## src/rtl/dma_xlat_pkg.sv

```systemverilog
package dma_xlat_pkg;
  localparam int ADDR_W  = 44;
  localparam int PHYS_W  = 35;
  localparam int SAC_W   = 32;
  localparam int PAGE_SH = 13;
  localparam int LO_W    = 20;
  localparam int TB_LO   = 10;

  typedef enum logic [1:0] {HIT_NONE, HIT_DIRECT, HIT_SG} hit_e;

  typedef struct packed {
    logic [SAC_W-LO_W-1:0]  base_hi;
    logic [SAC_W-LO_W-1:0]  mask_hi;
    logic [PHYS_W-TB_LO-1:0] tbase_hi;
    logic                   sg;
    logic                   en;
  } win_cfg_t;
endpackage

```

## src/rtl/dma_xlat_cfg.sv

```systemverilog
module dma_xlat_cfg
  import dma_xlat_pkg::*;
#(
  parameter int NWIN = 4,
  localparam int WIN_W = $clog2(NWIN)
) (
  input  logic             clk_i,
  input  logic             rst_ni,
  input  logic             we_i,
  input  logic [1:0]       kind_i,
  input  logic [WIN_W-1:0] win_i,
  input  logic [63:0]      wdata_i,
  output win_cfg_t         win_o [NWIN],
  output logic             dac_o,
  output logic             hole_o,
  output logic             big_o
);
  localparam int LAST = NWIN - 1;

  for (genvar w = 0; w < NWIN; w++) begin : g_win
    always_ff @(posedge clk_i or negedge rst_ni) begin
      if (!rst_ni) begin
        win_o[w]    <= '0;
        win_o[w].sg <= (w == LAST);
      end else if (we_i && win_i == WIN_W'(w)) begin
        case (kind_i)
          2'd0: begin
            win_o[w].base_hi <= wdata_i[SAC_W-1:LO_W];
            win_o[w].sg      <= (w == LAST) ? 1'b1 : wdata_i[1];
            win_o[w].en      <= wdata_i[0];
          end
          2'd1: win_o[w].mask_hi  <= wdata_i[SAC_W-1:LO_W];
          2'd2: win_o[w].tbase_hi <= wdata_i[PHYS_W-1:TB_LO];
          default: ;
        endcase
      end
    end
  end

  always_ff @(posedge clk_i or negedge rst_ni) begin
    if (!rst_ni) begin
      dac_o  <= 1'b0;
      hole_o <= 1'b0;
      big_o  <= 1'b0;
    end else if (we_i) begin
      if (kind_i == 2'd0 && win_i == WIN_W'(LAST)) dac_o <= wdata_i[39];
      if (kind_i == 2'd3) begin
        hole_o <= wdata_i[5];
        big_o  <= wdata_i[6];
      end
    end
  end
endmodule

```

## src/rtl/dma_xlat_match.sv

```systemverilog
module dma_xlat_match
  import dma_xlat_pkg::*;
#(
  parameter int NWIN = 4
) (
  input  logic [ADDR_W-1:0] addr_i,
  input  win_cfg_t          win_i [NWIN],
  input  logic              dac_i,
  input  logic              hole_i,
  input  logic              big_i,
  output hit_e              kind_o,
  output logic [ADDR_W-1:0] xaddr_o,
  output logic [ADDR_W-1:0] xmask_o,
  output logic [PHYS_W-1:0] pte_o
);
  localparam int LAST = NWIN - 1;

  logic [NWIN-1:0]   hit_w;
  logic [PHYS_W-1:0] dir_w  [NWIN];
  logic [PHYS_W-1:0] ext_w  [NWIN];
  logic [PHYS_W-1:0] pte_w  [NWIN];

  wire [SAC_W-1:0] a32   = addr_i[SAC_W-1:0];
  wire             sac   = ~|addr_i[ADDR_W-1:SAC_W];
  wire             in_hole = hole_i && ~|a32[SAC_W-1:LO_W] && a32[LO_W-1];
  wire             big_rng = addr_i[ADDR_W-1:40] == 4'h1;
  wire             dac_rng = addr_i[ADDR_W-1];

  for (genvar w = 0; w < NWIN; w++) begin : g_cmp
    logic [PHYS_W-1:0] msk, ext, tb;
    always_comb begin
      msk = PHYS_W'({win_i[w].mask_hi, {LO_W{1'b0}}});
      ext = msk | PHYS_W'({LO_W{1'b1}});
      tb  = {win_i[w].tbase_hi, {TB_LO{1'b0}}};
      hit_w[w] = win_i[w].en &&
                 ((a32 & ~ext[SAC_W-1:0]) == {win_i[w].base_hi, {LO_W{1'b0}}});
      ext_w[w] = ext;
      dir_w[w] = (tb & ~ext) | (PHYS_W'(a32) & ext);
      pte_w[w] = (tb & ~(msk >> TB_LO)) |
                 ((PHYS_W'(a32) & (msk | PHYS_W'(20'hFE000))) >> TB_LO);
    end
  end

  always_comb begin
    kind_o  = HIT_NONE;
    xaddr_o = '0;
    xmask_o = '0;
    pte_o   = '0;
    if (sac) begin
      if (!in_hole) begin
        for (int w = LAST; w >= 0; w--) begin
          if (hit_w[w] && (w != LAST || !dac_i)) begin
            kind_o  = win_i[w].sg ? HIT_SG : HIT_DIRECT;
            xaddr_o = ADDR_W'(dir_w[w]);
            xmask_o = ADDR_W'(ext_w[w]);
            pte_o   = pte_w[w];
          end
        end
      end
    end else if (big_rng) begin
      if (big_i) begin
        kind_o  = HIT_DIRECT;
        xaddr_o = ADDR_W'(addr_i[PHYS_W-1:0]);
        xmask_o = ADDR_W'({PHYS_W{1'b1}});
      end
    end else if (dac_rng && dac_i && win_i[LAST].en) begin
      kind_o = HIT_SG;
      pte_o  = {win_i[LAST].tbase_hi[PHYS_W-TB_LO-1:12], a32[SAC_W-1:PAGE_SH], 3'b000};
    end
  end
endmodule

```

## src/rtl/dma_xlat_top.sv

```systemverilog
module dma_xlat_top
  import dma_xlat_pkg::*;
#(
  parameter int NWIN = 4,
  localparam int WIN_W = $clog2(NWIN)
) (
  input  logic              clk_i,
  input  logic              rst_ni,
  input  logic              cfg_we_i,
  input  logic [1:0]        cfg_kind_i,
  input  logic [WIN_W-1:0]  cfg_win_i,
  input  logic [63:0]       cfg_wdata_i,
  input  logic              req_valid_i,
  output logic              req_ready_o,
  input  logic [ADDR_W-1:0] req_addr_i,
  output logic              rsp_valid_o,
  input  logic              rsp_ready_i,
  output logic              rsp_ok_o,
  output logic [ADDR_W-1:0] rsp_addr_o,
  output logic [ADDR_W-1:0] rsp_mask_o,
  output logic              mem_req_o,
  output logic [PHYS_W-1:0] mem_addr_o,
  input  logic              mem_rvalid_i,
  input  logic [63:0]       mem_rdata_i
);
  typedef enum logic [1:0] {S_IDLE, S_MATCH, S_FETCH, S_RESP} st_e;

  win_cfg_t          win_cfg [NWIN];
  logic              dac, hole, big;
  hit_e              m_kind;
  logic [ADDR_W-1:0] m_xaddr, m_xmask;
  logic [PHYS_W-1:0] m_pte;

  st_e               st;
  logic [ADDR_W-1:0] addr_q, xa_q, xm_q;
  logic [PHYS_W-1:0] pte_q;
  logic              ok_q;

  dma_xlat_cfg #(.NWIN(NWIN)) u_cfg (
    .clk_i, .rst_ni, .we_i(cfg_we_i), .kind_i(cfg_kind_i), .win_i(cfg_win_i),
    .wdata_i(cfg_wdata_i), .win_o(win_cfg), .dac_o(dac), .hole_o(hole), .big_o(big)
  );

  dma_xlat_match #(.NWIN(NWIN)) u_match (
    .addr_i(addr_q), .win_i(win_cfg), .dac_i(dac), .hole_i(hole), .big_i(big),
    .kind_o(m_kind), .xaddr_o(m_xaddr), .xmask_o(m_xmask), .pte_o(m_pte)
  );

  always_ff @(posedge clk_i or negedge rst_ni) begin
    if (!rst_ni) begin
      st     <= S_IDLE;
      addr_q <= '0;
      xa_q   <= '0;
      xm_q   <= '0;
      pte_q  <= '0;
      ok_q   <= 1'b0;
    end else begin
      case (st)
        S_IDLE: if (req_valid_i) begin
          addr_q <= req_addr_i;
          st     <= S_MATCH;
        end
        S_MATCH: begin
          case (m_kind)
            HIT_DIRECT: begin
              ok_q <= 1'b1; xa_q <= m_xaddr; xm_q <= m_xmask; st <= S_RESP;
            end
            HIT_SG: begin
              pte_q <= m_pte; st <= S_FETCH;
            end
            default: begin
              ok_q <= 1'b0; xa_q <= '0; xm_q <= '0; st <= S_RESP;
            end
          endcase
        end
        S_FETCH: if (mem_rvalid_i) begin
          if (mem_rdata_i[0]) begin
            ok_q <= 1'b1;
            xa_q <= ADDR_W'({mem_rdata_i[21:1], addr_q[PAGE_SH-1:0]});
            xm_q <= ADDR_W'({PAGE_SH{1'b1}});
          end else begin
            ok_q <= 1'b0; xa_q <= '0; xm_q <= '0;
          end
          st <= S_RESP;
        end
        default: if (rsp_ready_i) st <= S_IDLE;
      endcase
    end
  end

  assign req_ready_o = (st == S_IDLE);
  assign rsp_valid_o = (st == S_RESP);
  assign rsp_ok_o    = ok_q;
  assign rsp_addr_o  = xa_q;
  assign rsp_mask_o  = xm_q;
  assign mem_req_o   = (st == S_FETCH);
  assign mem_addr_o  = pte_q;

  // no new request while a response is pending
  assert_busy_R12: assert property (@(posedge clk_i) disable iff (!rst_ni)
    rsp_valid_o |-> !req_ready_o);
  assert_rsp_hold_R12: assert property (@(posedge clk_i) disable iff (!rst_ni)
    rsp_valid_o && !rsp_ready_i |=> rsp_valid_o && $stable(rsp_addr_o) && $stable(rsp_ok_o));
  assert_mem_hold_R12: assert property (@(posedge clk_i) disable iff (!rst_ni)
    mem_req_o && !mem_rvalid_i |=> mem_req_o && $stable(mem_addr_o));
  // failed responses carry no address
  assert_fail_zero_R11: assert property (@(posedge clk_i) disable iff (!rst_ni)
    rsp_valid_o && !rsp_ok_o |-> rsp_addr_o == '0 && rsp_mask_o == '0);
  // entry addresses are 8-byte aligned
  assert_pte_align_R4: assert property (@(posedge clk_i) disable iff (!rst_ni)
    mem_req_o |-> mem_addr_o[2:0] == 3'b000);
endmodule

```

## config.mk

```make
export PLATFORM = sky130hd
export DESIGN_NAME = dma_xlat_top
export DESIGN_NICKNAME = d
export VERILOG_FILES = /design/src/rtl/dma_xlat_pkg.sv /design/src/rtl/dma_xlat_cfg.sv /design/src/rtl/dma_xlat_match.sv /design/src/rtl/dma_xlat_top.sv
export SDC_FILE = /design/constraint.sdc
export NUM_CORES = 1
export LEC_CHECK = 0
export BUFFER_PORTS_ARGS = -buffer_cell sky130_fd_sc_hd__buf_2
export CORE_UTILIZATION = 40
export DETAILED_ROUTE_END_ITERATION = 8
export PLACE_DENSITY = 0.63
export SYNTH_ARGS = -nofsm -noshare
export SYNTH_HDL_FRONTEND = slang
export SYNTH_SLANG_ARGS = --single-unit
```

## constraint.sdc

```tcl
create_clock -name clk_i -period 2.55 [get_ports clk_i]
set_clock_uncertainty 0.15 [all_clocks]
set_input_delay 0.1275 -clock clk_i [delete_from_list [all_inputs] [get_ports clk_i]]
set_output_delay 0.1275 -clock clk_i [all_outputs]
set_load 0.03 [all_outputs]
```

==> results.toml <==
[layout]
fin_util_pct = 57.3
diodes = 0
layout.nets = 2252
syn_to_final_growth_pct = 40.1
stdcell_count = 2622
drive_above_1_share_pct = 45.5

[global_route]
use_met3_pct = 4.63
grt.total_usage_pct = 27.5
antenna_found_initial = 1
grt_max_degree = 71
grt_overflow = 0
grt_pass1_vias = 14900
grtUsageMet2_pct = 44.8
grt_busiest_layer = "met2"
use_met1_pct = 37.4
grt_pass1_wl_mm = 90.9

[clock_tree]
cts_buffers = 37
clock-sinks = 335
clk_latency_ns = 0.54
clk_pin_slew_ns = 0.06
cts_tree = "built"
htree_num_levels = 2
cts_buffer_depth = 3
ctsRootBufferMaster = "clkbuf_16"

[die]
dieArea_mm2 = 0.0430
start_util_pct = 40.9
core_area_mm2 = 0.0412
die_y_um = 207
design.portCount = 309
fp-row-count = 74
dieWidth_um = 207

[synth]
synth_area_mm2 = 0.0169
synth.distinct_cells = 57
ys_ff_latch = 335
avgSynthCellArea_um2 = 10.6
synth-edff-count = 0
syn_inst = 1593
synth.area.top_cells = "dfrtp_1 (50%), mux2_2 (15%), nand2_1 (4.1%), o21ai_0 (3.1%), xnor2_1 (2.3%)"
yosysSeqAreaShare_pct = 49.7
netlist.top_cell.by_area = "dfrtp_1"
synth-async-reset-ratio_pct = 100
synthDominantCellAreaShare_pct = 49.7
synth_common_cells = "dfrtp_1 (335), mux2_2 (229), nand2_1 (186)"
ys_warn_count = 0
synth_most_common_cell = "dfrtp_1"
synthFlopType = "dfrtp_1"

[worst_setup_path]
cpPeakStageDelay_ns = 0.45
timing.rr.start = "addr_q[23]"
crit_required_ns = 2.81
r2r-end = "rsp_addr_o[19]"
rr_worst_depth = 14
start_kind = "flip-flop"
crit_fanout = 8
critical_path.slowest_cell = "dfrtp_2"
cp_common_cell = "buf_12"
cp_cell_sequence = "nor2b_4 > xnor2_2 > nand4_1 > nor4_4 > buf_4 > buf_12 > buf_6 > nor4b_4 > o21a_2 > o21a_4 > buf_12 > buf_16 > nor2_4 > nor2_2"
path_class = "reg2reg"
startpoint = "addr_q[23]"
critPathCaptureType = "flip-flop"
critical_path_arrival_ns = 3.46
rrSetupSlack_ns = -0.64

[sta]
fin_crit_ns = 3.19
worst_pin_slew_ns = 1.05
slew_headroom_pct = 29.9
fmax_ghz = 0.313
rsz0062_at_grt = "true"
fin_crit_sh_pct = 125
setup_ws_ns = -0.644
hold_viol = 5
hold_slack_ns = -0.0353
slew_violations = 0
setup_violations = 84

[status]
status = "finished with violations"
violations = "hold timing, setup timing"

[placed_design]
dp.cells = 2404
dp_hpwl_mm = 40.0
numPortBuffers = 211
place_ws_ns = -0.839
gp_congestion = 0.943

[route]
wl_per_cell_um = 23.2
drc_errors = 0
viasPerCell = 5.63
vias = 14800
drtAntennaViolNets = 0
first_pass_iters = 5
drt_iter0_drc = 1262
routed_wl_mm = 60.9

[hold_path]
hold_path_class = "in2async"

[power_and_ir_drop]
ir_drop_mv = 0.751
power_density_mw_per_mm2 = 1110
p_leak_nw = 10.4

[run]
cap_violations = 0
==> power by group <==
group          total, mW  internal (mW)  leakage (nW)  switching [mW]
logic               12.2           5.52          5.70            6.66
registers           8.54           7.03          4.14            1.51
clock network       5.50           3.28         0.607            2.22
total               26.2           15.8          10.4            10.4
==> layer usage <==
metal,share of wire [%],routed length (um),vias up
li1,-,-,6486
met1,42,25600,7472
met2,47,28600,695
met3,8.0,4880,110
met4,3.0,1810,0
met5,0,0,-
==> layout by cell type (no fill, tap or decap), drive strengths merged, types with 48 or more instances in the layout <==
cell         instances
buf                457
nand2              186
nor2                85
o21ai              112
xnor2               48
mux2               229
clkbuf              54
a21oi               49
nor2b               51
dlygate4sd3        101
dfrtp              335
==> per-stage QoR <==
| step | setup TNS (ns) | hold WS, ns | instance area [um2] | total power [mW] |
|---|---|---|---|---|
| after CTS | -34.64 | 0.00591 | 22900 | 25.3 |
| after floorplan | -1.18 | -0.318 | 17100 | 14.3 |
| after detailed placement | -48.38 | -0.0279 | 19600 | 17.6 |
| final | -42.58 | -0.0353 | 23600 | 26.2 |
| after global routing | -49.45 | 0.0112 | 23600 | 27.3 |
| after global placement | -46.95 | -0.0266 | 19600 | 17.5 |
==> cell families (layout without fill, tap and decap cells) <==
kind of cell    after synthesis  count (layout)  synth area share [%]
fa+ha+maj                     5               5                 0.371
simple gates                471             471                  13.6
other cells                   1              21                0.0222
flops                       335             335                  49.7
mux                         254             254                  16.8
xor+xnor                     48              48                  2.67
compound gates              293             293                  10.9
buf+inv                     186             663                  5.90
==> worst max-delay path by stage <==
stage                                end  depth (start not counted)
final                     rsp_addr_o[19]                         14
after global routing      rsp_addr_o[19]                         14
after CTS                 rsp_addr_o[32]                         13
after detailed placement  rsp_addr_o[25]                         11
after global placement    rsp_addr_o[25]                         11
after floorplan           mem_addr_o[17]                         12
==> timing repair <==
item | in CTS | in global routing
resized for setup | 170 | 122
setup buffers | 24 | 13
gates cloned | 12 | 5
pin swaps | 55 | 51
hold buffers | 101 | 0
hold endpoints to repair | 589 | 0
endpoints found under the setup margin | 84 | 84
==> critical path: cells and delay by family, from the launching register on <==
kind | cells | cell delay (ns)
flip-flops | 1 | 0.45
buffers and inverters | 5 | 0.72
XOR/XNOR | 1 | 0.22
AO/OA/AOI/OAI | 2 | 0.53
AND/OR/NAND/NOR | 6 | 0.99
==> sequential cells by signal (all words and copies together), names as in the netlist <==
signal	count
addr_q	44
mem_addr_o	32
rsp_addr_o	35
rsp_mask_o	15
rsp_ok_o	1
st	2
u_cfg.big_o	1
u_cfg.dac_o	1
u_cfg.hole_o	1
u_cfg.win_o	203
==> area by class of cell <==
cell class | instances | area, um2
sequential | 335 | 8390
clock buffer | 50 | 1040
tap | 532 | 666
clock inverter | 14 | 184
inverter | 37 | 139
fill | 3364 | 17600
timing repair buffer | 562 | 4530
multi-input combinational | 1092 | 8660
(Power assumes the default switching activity.)
